===== src/rtl/oon_pkg.sv =====
package oon_pkg;

  typedef enum logic [1:0] {
    ST_IDLE = 2'd0,
    ST_HOLD = 2'd1,
    ST_WAIT = 2'd2
  } oon_st_e;

  function automatic int w_of(input int n);
    return (n > 1) ? $clog2(n) : 1;
  endfunction

endpackage


===== src/rtl/oon_elig_filter.sv =====
module oon_elig_filter #(
  parameter int N      = 4,
  parameter int NGRP   = 2,
  parameter int PRIO_W = 4
) (
  input  logic [N-1:0]                     core_active_i,
  input  logic [N-1:0]                     core_asleep_i,
  input  logic [N*NGRP-1:0]                core_grp_dis_i,
  input  logic [N*NGRP-1:0]                core_grp_en_i,
  input  logic [N-1:0]                     core_class_i,
  input  logic [N-1:0]                     core_pend_any_i,
  input  logic [N*PRIO_W-1:0]              core_pend_prio_i,
  input  logic [NGRP-1:0]                  glob_grp_en_i,
  input  logic [oon_pkg::w_of(NGRP)-1:0]   irq_grp_i,
  input  logic [PRIO_W-1:0]                irq_prio_i,
  input  logic [1:0]                       irq_cmask_i,
  output logic [N-1:0]                     legal_o,
  output logic [N-1:0]                     pass1_o,
  output logic [N-1:0]                     pass2_o,
  output logic [N-1:0]                     awake_ok_o,
  output logic [N-1:0]                     wake_cand_o
);
  localparam int GRP_W = oon_pkg::w_of(NGRP);

  for (genvar c = 0; c < N; c++) begin : g_core
    logic grp_dis, grp_en, glob_en, cls_ok, hi_pend, base_ok, legal;

    always_comb begin
      grp_dis = 1'b1;
      grp_en  = 1'b0;
      glob_en = 1'b0;
      for (int g = 0; g < NGRP; g++) begin
        if (irq_grp_i == GRP_W'(g)) begin
          grp_dis = core_grp_dis_i[c*NGRP+g];
          grp_en  = core_grp_en_i[c*NGRP+g];
          glob_en = glob_grp_en_i[g];
        end
      end
      cls_ok  = core_class_i[c] ? irq_cmask_i[1] : irq_cmask_i[0];
      hi_pend = core_pend_any_i[c] &&
                (core_pend_prio_i[c*PRIO_W +: PRIO_W] < irq_prio_i);
      base_ok = !grp_dis && cls_ok;
      legal   = base_ok && !core_asleep_i[c] && grp_en && glob_en;
    end

    assign legal_o[c]     = legal;
    assign pass1_o[c]     = legal && core_active_i[c] && !core_pend_any_i[c];
    assign pass2_o[c]     = legal && !hi_pend;
    assign awake_ok_o[c]  = base_ok && !core_asleep_i[c];
    assign wake_cand_o[c] = base_ok && core_asleep_i[c];
  end

endmodule


===== src/rtl/oon_rr_pick.sv =====
module oon_rr_pick #(
  parameter int N = 4
) (
  input  logic [N-1:0]                   req_i,
  input  logic [oon_pkg::w_of(N)-1:0]    ptr_i,
  output logic [N-1:0]                   gnt_oh_o,
  output logic                           any_o
);
  localparam int IDX_W = oon_pkg::w_of(N);

  logic [IDX_W:0] pos;

  always_comb begin
    gnt_oh_o = '0;
    any_o    = 1'b0;
    pos      = '0;
    for (int k = 0; k < N; k++) begin
      pos = {1'b0, ptr_i} + (IDX_W+1)'(k);
      if (pos >= (IDX_W+1)'(N)) pos = pos - (IDX_W+1)'(N);
      if (!any_o && req_i[pos[IDX_W-1:0]]) begin
        any_o = 1'b1;
        gnt_oh_o[pos[IDX_W-1:0]] = 1'b1;
      end
    end
  end

  // a grant is one-hot and only ever lands on a requesting core
  always_comb begin
    a_r9_gnt_subset: assert ((gnt_oh_o & ~req_i) == '0);
    a_r9_gnt_onehot: assert ($onehot0(gnt_oh_o) && (any_o == (gnt_oh_o != '0)));
  end

endmodule


===== src/rtl/oon_reeval_tmr.sv =====
module oon_reeval_tmr #(
  parameter int CYC = 16
) (
  input  logic clk,
  input  logic rst,
  input  logic start_i,
  input  logic run_i,
  output logic done_o
);
  localparam int CNT_W = oon_pkg::w_of(CYC);

  logic [CNT_W-1:0] cnt_q;

  always_ff @(posedge clk) begin
    if (rst) begin
      cnt_q <= '0;
    end else if (start_i) begin
      cnt_q <= CNT_W'(CYC-1);
    end else if (run_i && cnt_q != '0) begin
      cnt_q <= cnt_q - CNT_W'(1);
    end
  end

  assign done_o = run_i && (cnt_q == '0);

  // a freshly loaded window cannot report done on the following clock
  a_r7_window_open: assert property (@(posedge clk) disable iff (rst)
    (start_i && CYC > 1) |=> !done_o);

endmodule


===== src/rtl/oon_target_sel.sv =====
module oon_target_sel #(
  parameter int N          = 4,
  parameter int NGRP       = 2,
  parameter int PRIO_W     = 4,
  parameter int REEVAL_CYC = 16
) (
  input  logic                              clk,
  input  logic                              rst,
  input  logic [N-1:0]                      core_active_i,
  input  logic [N-1:0]                      core_asleep_i,
  input  logic [N*NGRP-1:0]                 core_grp_dis_i,
  input  logic [N*NGRP-1:0]                 core_grp_en_i,
  input  logic [N-1:0]                      core_class_i,
  input  logic [N-1:0]                      core_pend_any_i,
  input  logic [N*PRIO_W-1:0]               core_pend_prio_i,
  input  logic [NGRP-1:0]                   glob_grp_en_i,
  input  logic                              wake_en_i,
  input  logic                              irq_pend_i,
  input  logic [oon_pkg::w_of(NGRP)-1:0]    irq_grp_i,
  input  logic [PRIO_W-1:0]                 irq_prio_i,
  input  logic                              irq_mode_i,
  input  logic [oon_pkg::w_of(N)-1:0]       irq_fixed_i,
  input  logic [1:0]                        irq_cmask_i,
  output logic [oon_pkg::w_of(N)-1:0]       tgt_o,
  output logic                              tgt_vld_o,
  output logic [N-1:0]                      wake_o
);
  import oon_pkg::*;

  localparam int IDX_W = w_of(N);

  function automatic logic [IDX_W-1:0] oh2idx(input logic [N-1:0] oh);
    logic [IDX_W-1:0] r;
    r = '0;
    for (int i = 0; i < N; i++) begin
      if (oh[i]) r = r | IDX_W'(i);
    end
    return r;
  endfunction

  oon_st_e          st_q;
  logic [IDX_W-1:0] ptr_q;
  logic             woke_q;

  logic [N-1:0] legal_m, p1_m, p2_m, awake_m, wcand_m;
  logic [N-1:0] p1_oh, p2_oh, fb_oh, wk_oh, sel_oh;
  logic         p1_any, p2_any, fb_any, wk_any;
  logic [IDX_W-1:0] sel_idx, sel_next;
  logic         eval, go_wait, do_wake, tmr_done;

  oon_elig_filter #(.N(N), .NGRP(NGRP), .PRIO_W(PRIO_W)) u_filt (
    .core_active_i    (core_active_i),
    .core_asleep_i    (core_asleep_i),
    .core_grp_dis_i   (core_grp_dis_i),
    .core_grp_en_i    (core_grp_en_i),
    .core_class_i     (core_class_i),
    .core_pend_any_i  (core_pend_any_i),
    .core_pend_prio_i (core_pend_prio_i),
    .glob_grp_en_i    (glob_grp_en_i),
    .irq_grp_i        (irq_grp_i),
    .irq_prio_i       (irq_prio_i),
    .irq_cmask_i      (irq_cmask_i),
    .legal_o          (legal_m),
    .pass1_o          (p1_m),
    .pass2_o          (p2_m),
    .awake_ok_o       (awake_m),
    .wake_cand_o      (wcand_m)
  );

  oon_rr_pick #(.N(N)) u_pick_p1 (.req_i(p1_m),    .ptr_i(ptr_q), .gnt_oh_o(p1_oh), .any_o(p1_any));
  oon_rr_pick #(.N(N)) u_pick_p2 (.req_i(p2_m),    .ptr_i(ptr_q), .gnt_oh_o(p2_oh), .any_o(p2_any));
  oon_rr_pick #(.N(N)) u_pick_fb (.req_i(legal_m), .ptr_i(ptr_q), .gnt_oh_o(fb_oh), .any_o(fb_any));
  oon_rr_pick #(.N(N)) u_pick_wk (.req_i(wcand_m), .ptr_i(ptr_q), .gnt_oh_o(wk_oh), .any_o(wk_any));

  always_comb begin
    sel_oh   = p1_any ? p1_oh : (p2_any ? p2_oh : fb_oh);
    sel_idx  = oh2idx(sel_oh);
    sel_next = (sel_idx == IDX_W'(N-1)) ? '0 : sel_idx + IDX_W'(1);
    eval     = (st_q == ST_IDLE) && irq_pend_i;
    go_wait  = eval && irq_mode_i && !p1_any && !p2_any;
    do_wake  = eval && irq_mode_i && wake_en_i && !(|awake_m) && wk_any && !woke_q;
  end

  oon_reeval_tmr #(.CYC(REEVAL_CYC)) u_tmr (
    .clk     (clk),
    .rst     (rst),
    .start_i (go_wait),
    .run_i   (st_q == ST_WAIT),
    .done_o  (tmr_done)
  );

  always_ff @(posedge clk) begin
    if (rst) begin
      st_q      <= ST_IDLE;
      ptr_q     <= '0;
      woke_q    <= 1'b0;
      tgt_o     <= '0;
      tgt_vld_o <= 1'b0;
      wake_o    <= '0;
    end else begin
      wake_o <= '0;
      if (!irq_pend_i) begin
        st_q      <= ST_IDLE;
        woke_q    <= 1'b0;
        tgt_o     <= '0;
        tgt_vld_o <= 1'b0;
      end else begin
        case (st_q)
          ST_IDLE: begin
            if (!irq_mode_i) begin
              tgt_o     <= irq_fixed_i;
              tgt_vld_o <= 1'b1;
              st_q      <= ST_HOLD;
            end else if (p1_any || p2_any || fb_any) begin
              tgt_o     <= sel_idx;
              tgt_vld_o <= 1'b1;
              ptr_q     <= sel_next;
              st_q      <= go_wait ? ST_WAIT : ST_HOLD;
            end else begin
              tgt_o     <= '0;
              tgt_vld_o <= 1'b0;
              st_q      <= ST_WAIT;
            end
            if (do_wake) begin
              wake_o <= wk_oh;
              woke_q <= 1'b1;
            end
          end
          ST_WAIT: begin
            if (tmr_done) st_q <= ST_IDLE;
          end
          default: st_q <= st_q;
        endcase
      end
    end
  end

  // fixed routing passes the programmed core straight through
  a_r1_fixed_route: assert property (@(posedge clk) disable iff (rst)
    (st_q == ST_IDLE && irq_pend_i && !irq_mode_i)
      |=> (tgt_vld_o && tgt_o == $past(irq_fixed_i)));

  // a held result does not move while the interrupt stays pending
  a_r11_hold_stable: assert property (@(posedge clk) disable iff (rst)
    (st_q == ST_HOLD && irq_pend_i) |=> ($stable(tgt_o) && tgt_vld_o));

  // dropping the request clears the outputs on the next clock
  a_r11_drop_clears: assert property (@(posedge clk) disable iff (rst)
    !irq_pend_i |=> (!tgt_vld_o && wake_o == '0));

  // a wake request names one core, and that core was asleep
  a_r10_wake_onehot: assert property (@(posedge clk) disable iff (rst)
    $onehot0(wake_o));
  a_r10_wake_asleep: assert property (@(posedge clk) disable iff (rst)
    (wake_o != '0) |-> ((wake_o & ~$past(core_asleep_i)) == '0));

  // wake is a single-clock pulse
  a_r10_wake_pulse: assert property (@(posedge clk) disable iff (rst)
    (wake_o != '0) |=> (wake_o == '0));

endmodule


===== config.mk =====
export PLATFORM = sky130hd
export DESIGN_NAME = oon_target_sel
export DESIGN_NICKNAME = d
export VERILOG_FILES = /design/src/rtl/oon_pkg.sv /design/src/rtl/oon_elig_filter.sv /design/src/rtl/oon_rr_pick.sv /design/src/rtl/oon_reeval_tmr.sv /design/src/rtl/oon_target_sel.sv
export SDC_FILE = /design/constraint.sdc
export NUM_CORES = 1
export LEC_CHECK = 0
export BUFFER_PORTS_ARGS = -buffer_cell sky130_fd_sc_hd__buf_2
export CORE_ASPECT_RATIO = 0.5
export CORE_MARGIN = 1
export CORE_UTILIZATION = 30
export CTS_BUF_LIST = sky130_fd_sc_hd__clkbuf_4
export CTS_CLUSTER_SIZE = 8
export DETAILED_ROUTE_END_ITERATION = 7
export GPL_TIMING_DRIVEN = 0
export PLACE_DENSITY = 0.47
export SETUP_SLACK_MARGIN = 0.3
export SLEW_MARGIN = 30
export SYNTH_ARGS = -nofsm -noshare
export SYNTH_HDL_FRONTEND = slang
export SYNTH_SLANG_ARGS = --single-unit

===== constraint.sdc =====
create_clock -name clk -period 7.82 [get_ports clk]
set_input_delay 0.391 -clock clk [delete_from_list [all_inputs] [get_ports clk]]
set_output_delay 0.391 -clock clk [all_outputs]
set_load 0.005 [all_outputs]

Word-level counts from Yosys, hierarchy flattened

Index checks and enable logic that the tools add are counted.

Register bits: 16
Input port bits: 64

Add/subtract/negate cells: 9
Order comparisons: 16
Equality and inequality tests: 3
Mux-type cells: 106
Bitwise operators: 15
Reductions and logical operators: 107

Operator list:

| operator                                                          | number |
|---|---|
| 2-to-1 mux 4 bit                                                  | 20 |
| logical AND 1 bit                                                 | 62 |
| 2-to-1 mux 1 bit                                                  | 52 |
| bitwise OR 4 bit                                                  | 12 |
| binary-select mux 1 bit (select 2 bit)                            | 16 |
| logical NOT 1 bit                                                 | 32 |
| 2-to-1 mux 2 bit                                                  | 13 |
| less-than comparator 4 bit                                        | 4 |
| less-than comparator 2 x 3 -> 1 bit, second input constant        | 4 |
| greater-or-equal comparator 3 bit, second input constant          | 3 |
| demux 1 bit (select 2 bit)                                        | 4 |
| greater-or-equal comparator 2 x 1 -> 1 bit, second input constant | 4 |
| OR reduction 4 bit                                                | 2 |
| subtractor 2 x 1 -> 2 bit, second input constant                  | 4 |
| adder 2 x 2 -> 3 bit, second input constant                       | 2 |
| == test 2 bit, second input constant                              | 2 |
| logical NOT 4 bit                                                 | 1 |
| case mux 2 bit (2 select lines)                                   | 1 |
| AND reduction 2 bit                                               | 2 |
| AND reduction 4 bit                                               | 1 |
| nonzero test 2 bit                                                | 2 |
| nonzero test 4 bit                                                | 1 |
| subtractor 4 x 1 -> 4 bit, second input constant                  | 1 |
| adder 2 x 1 -> 3 bit, second input constant                       | 1 |
| 7 further kinds                                                   | 10 |

Logic depth before layout (Yosys ltp)

Word-level depth: 27
Gate-level depth with buffers: 13
Depth with buffers taken out: 12

Cells and area by module

From an unflattened synthesis, not the netlist that was laid out.

Cell total of the unflattened synthesis: 416
Area, all modules: 3438.3 µm²

Modules (own cells, without submodules):

| module                      | instances | cells each | area each (µm²) | seq. area each (µm²) |
|---|---|---|---|---|
| oon_rr_pick (u_pick_fb ...) | 3         | 62         | 494.2           | 0.0 |
| oon_elig_filter             | 1         | 83         | 630.6           | 0.0 |
| oon_target_sel              | 1         | 61         | 608.1           | 240.2 |
| oon_rr_pick (u_pick_wk)     | 1         | 62         | 508.0           | 0.0 |
| oon_reeval_tmr              | 1         | 24         | 209.0           | 80.1 |

Worst setup path before layout

No wires, ideal clock.

Path type: input-to-reg
Start point: input irq_prio_i[1]
End point: register ptr_q[0]
Arrival time: 3.163 ns
Required time: 7.751 ns
Slack: 4.588 ns
Cell stages on the path: 11
Path buffers: 0
Path through: inv_1 > ha_1 > or3b_2 > o2111ai_1 > a21boi_0 > mux4_2 > nor4_1 > and3_1 > o31ai_1 > or4_1 > o21ai_1

Word-level cells in the longest chain between the ends: 23
Elaborated cells on any way between the ends: 52

Ends and longest elaborated chain:

| item                                                  | line                  | RTL |
|---|---|---|
| start, declared                                       | oon_target_sel.sv:20  | `input logic [PRIO_W-1:0] irq_prio_i,` |
| less-than comparator 4 bit                            | oon_elig_filter.sv:41 | `(core_pend_prio_i[c*PRIO_W +: PRIO_W] < irq_prio_i);` |
| logical AND 1 bit                                     | oon_elig_filter.sv:40 | `hi_pend = core_pend_any_i[c] &&` |
| logical NOT 1 bit                                     | oon_elig_filter.sv:48 | `assign pass2_o[c] = legal && !hi_pend;` |
| logical AND 1 bit                                     | oon_elig_filter.sv:48 |  |
| binary-select mux 1 bit (select 2 bit)                | oon_rr_pick.sv:20     | `if (!any_o && req_i[pos[IDX_W-1:0]]) begin` |
| 2-to-1 mux 1 bit (implied by the code)                | oon_rr_pick.sv:20     |  |
| 2-to-1 mux 1 bit                                      | oon_rr_pick.sv:20     |  |
| logical NOT 1 bit                                     | oon_rr_pick.sv:20     |  |
| [5 not listed]                                        | --                    |  |
| logical NOT 1 bit                                     | oon_rr_pick.sv:20     |  |
| logical AND 1 bit                                     | oon_rr_pick.sv:20     |  |
| 2-to-1 mux 4 bit or 2-to-1 mux 1 bit (tied branches)  | oon_rr_pick.sv:20     |  |
| 2-to-1 mux 4 bit (2 in a row)                         | oon_target_sel.sv:76  | `sel_oh = p1_any ? p1_oh : (p2_any ? p2_oh : fb_oh);` |
| 2-to-1 mux 1 bit                                      | oon_target_sel.sv:36  | `if (oh[i]) r = r \| IDX_W'(i);` |
| 2-to-1 mux 2 bit (2 in a row)                         | oon_target_sel.sv:36  |  |
| adder 2 x 1 -> 2 bit or == test 2 bit (tied branches) | oon_target_sel.sv:78  | `sel_next = (sel_idx == IDX_W'(N-1)) ? '0 : sel_idx + IDX_W'(1);` |
| 2-to-1 mux 2 bit                                      | oon_target_sel.sv:78  |  |
| end signal, assigned                                  | oon_target_sel.sv:117 | `ptr_q <= sel_next;` |
| end, declared                                         | oon_target_sel.sv:42  | `logic [IDX_W-1:0] ptr_q;` |

Parallel ways exist; a longest one is shown, timed or not. The select of a mux whose other input is x is not followed.
A chain may end at the register's enable or synchronous reset.

Worst setup path in the final report

Start point: register ptr_q[0]
End point: register ptr_q[1]

Word-level cells in the longest chain between the ends: 21
Elaborated cells on any way between the ends: 121

Ends and longest elaborated chain:

| item |
|---|
| parallel branches: the longest is 21 deep, another holds adder 2 x 1 -> 3 bit |

Parallel ways; which one is timed is not known. The select of a mux whose other input is x is not followed.

==> impl_metrics.json <==
{
  "status": "finished clean",
  "clk_pin_slew_ns": 0.09,
  "num_rows": 22,
  "critPathCapture": "ptr_q[1]$_SDFFE_PP0P_",
  "p_comb_frac": 0.416,
  "crit_fanout": 9,
  "r2r_cells": 10,
  "syn_avg_cell_area_um2": 8.55,
  "yosys_warnings": 0,
  "p_seq_frac": 0.393,
  "ant_nets": 0,
  "gr-max-usage-layer": "met1",
  "ff2ff_setup_slack_ns": 4.14,
  "die_area_um2": 8330,
  "crit_path_end_kind": "flop",
  "max_freq_ghz": 0.272,
  "tns_ns": 0,
  "power.leakage_uw": 0.00124,
  "regToRegEndpoint": "ptr_q[1]$_SDFFE_PP0P_",
  "ios": 71,
  "syn_to_final_growth_pct": 21.6,
  "num_vias": 2427,
  "port-buffer-count": 70,
  "initial_utilization": 0.317,
  "seqCellArea_um2": 320,
  "synth-edff-count": 0,
  "hold_path_class": "in -> reg",
  "synthDistinctLibCells": 55,
  "finalNetCount": 435,
  "critPathKind": "reg -> reg",
  "grt_usage": 0.169,
  "internal_power_uw": 147,
  "hold_ws_ns": 0.369,
  "fin_crit_sh": 0.471,
  "dpl_cell_area_um2": 2870,
  "cts_setup_buffers": 0,
  "cts_buffers": 3,
  "met1_usage": 0.260,
  "async_reset_ff_frac": 0,
  "rsz0062_at_grt": "no",
  "finalSetupViolCount": 0,
  "fill_cells": 796,
  "p_clk_frac": 0.191,
  "wire_per_inst_um": 14.6,
  "cap_violations": 0,
  "synth_ff_type": "dfxtp_1",
  "power.density_nw_per_um2": 78.6,
  "critPathLaunch": "ptr_q[0]$_SDFFE_PP0P_",
  "globalRouteOverflowTotal": 0,
  "cp.arrival_ns": 3.91,
  "netlist_instances": 279,
  "coreArea_um2": 7510,
  "synth_area_um2": 2380,
  "dp_hpwl_um": 5530,
  "dieWidth_um": 128,
  "fin_crit_ns": 3.68,
  "synth_top_area_frac": 0.134,
  "ys_seq_area_frac": 0.134,
  "root_buffer": "clkbuf_4",
  "grt_pass1_wl_um": 11400,
  "syn-num-nets": 360,
  "slew_viol_final": 0,
  "cts_buffer_depth": 2,
  "drtPass1Iterations": 4,
  "slew_headroom": 0.434,
  "first_global_vias": 2279,
  "synth_area_leaders": "dfxtp_1 13%, ha_1 8.9%, mux4_2 7.6%",
  "yosysTopAreaCell": "dfxtp_1",
  "swShare": 0.354,
  "vias_per_cell": 5.28,
  "cts_tree": "yes",
  "wl_um": 6740,
  "die_h_um": 65.0,
  "ctsHoldBuffers": 0,
  "ctsHtreeMaxLevel": 1,
  "ctsResizeCount": 0,
  "synth-seq-cells": 16,
  "reg2reg_from": "ptr_q[0]$_SDFFE_PP0P_",
  "grtUsageMet2": 0.255,
  "hold_violations": 0,
  "multi_input_area_um2": 1950,
  "drcViolationCount": 0,
  "finClkSkew_ns": 0.00795,
  "clock_sinks": 16,
  "ir_worst_vdd_v": 0.0000389,
  "drt_iter0_markers": 146,
  "antenna_found_initial": 0,
  "n_antenna_cell": 0,
  "p_switching_uw": 80.6,
  "use_met3": 0.0190,
  "gp_congestion": 0.803,
  "drive_gt1_frac": 0.301,
  "worstSkewPairLatency_ns": 0.29,
  "cp.required_ns": 8.04,
  "fin_area_um2": 2900,
  "worstMarginPinSlew_ns": 0.842,
  "grt_max_degree": 11,
  "start_kind": "flop"
}
==> power by group through the flow <==
stage	combinational (uW)	sequential, uW	clock (uW)
final	94.8	89.5	43.5
after global routing	108	90.2	49.1
after global placement	91.6	91.1	0
after detailed placement	94.0	91.2	0
after floorplan	58.9	90.6	0
after CTS	95.0	89.4	44.7
==> Yosys cell counts (6+ instances only) <==
cell type	instances
ha_1	17
o21ai_0	11
nand2b_1	6
a21oi_1	17
nand3b_1	7
mux4_2	8
nand2_1	26
nand3_1	7
dfxtp_1	16
inv_1	13
mux2i_1	10
a22o_1	8
nor3_1	9
nor3b_1	9
nor2_1	29
==> logic make-up after synthesis <==
kind of cell,count (synthesis),share of synthesized area
adders and majority gates,17,0.0892
muxes,27,0.188
xor gates and xnor gates,3,0.0110
buffers and inverters,26,0.0525
DFF,16,0.134
and+or+nand+nor,113,0.264
AOI/OAI and AO/OA,77,0.261
==> final cells by class <==
type,instances,share of cell area
multi-input combinational,237,0.671
timing repair buffer,70,0.121
sequential,16,0.110
tap,108,0.0466
buffer,11,0.0237
inverter,15,0.0194
clock buffer,3,0.00777
==> cells in the final DEF, fill, tap and decap left out, drive strengths merged, types with 5 or more instances in the layout <==
cell / n
buf: 78
nor2: 29
nand2: 26
a21oi: 17
ha: 17
dfxtp: 16
inv: 13
o21ai: 13
mux4: 12
mux2i: 10
nand3b: 10
nor3: 9
nor3b: 9
a22o: 8
nand3: 7
nand2b: 6
clkbuf: 6
a31oi: 5
mux2: 5
==> worst min-delay path by stage <==
stage / start / end / slack (ns) / cells after the start
after global placement: woke_q$_SDFFE_PP0P_ / woke_q$_SDFFE_PP0P_ / 0.43 / 2
after floorplan: woke_q$_SDFFE_PP0P_ / woke_q$_SDFFE_PP0P_ / 0.41 / 2
after global routing: rst / u_tmr.cnt_q[1]$_SDFFE_PP0P_ / 0.38 / 2
after detailed placement: woke_q$_SDFFE_PP0P_ / woke_q$_SDFFE_PP0P_ / 0.43 / 2
final: rst / u_tmr.cnt_q[1]$_SDFFE_PP0P_ / 0.37 / 2
after CTS: irq_fixed_i[0] / tgt_o[0]$_SDFFE_PP0P_ / 0.37 / 3
==> metal layers <==
layer  vias to the layer above  wire [um]
li1                       1231          -
met1                      1109       3550
met2                        83       2730
met3                         4        416
met4                         0         36
met5                         -          0
==> metrics by stage <==
stage / total power, uW / cells / setup slack [ns] / utilization
2_1_floorplan: 149 / 279 / 4.59 / -
3_3_place_gp: 183 / 457 / 3.99 / 0.382
3_5_place_dp: 185 / 457 / 3.93 / 0.382
4_1_cts: 229 / 460 / 4.09 / 0.385
5_1_grt: 247 / 460 / 3.89 / 0.386
6_report: 228 / 460 / 4.14 / 0.386
==> worst max-delay path, cell delays in order, from the launching register on <==
cell and delay [ns]:
dfxtp_1 0.40, buf_4 0.21, clkinv_1 0.29, ha_1 0.39, buf_2 0.18, mux4_2 0.39
nor4_1 0.77, and3_1 0.28, o31ai_1 0.10, or4_1 0.45, o21ai_1 0.16
==> flip-flops by register name, indices dropped and copies added (netlist names) <==
register	cells
woke_q	1
wake_o	4
tgt_vld_o	1
tgt_o	2
ptr_q	2
u_tmr.cnt_q	4
st_q	2
Note: power is estimated with default switching activity, not from simulation.
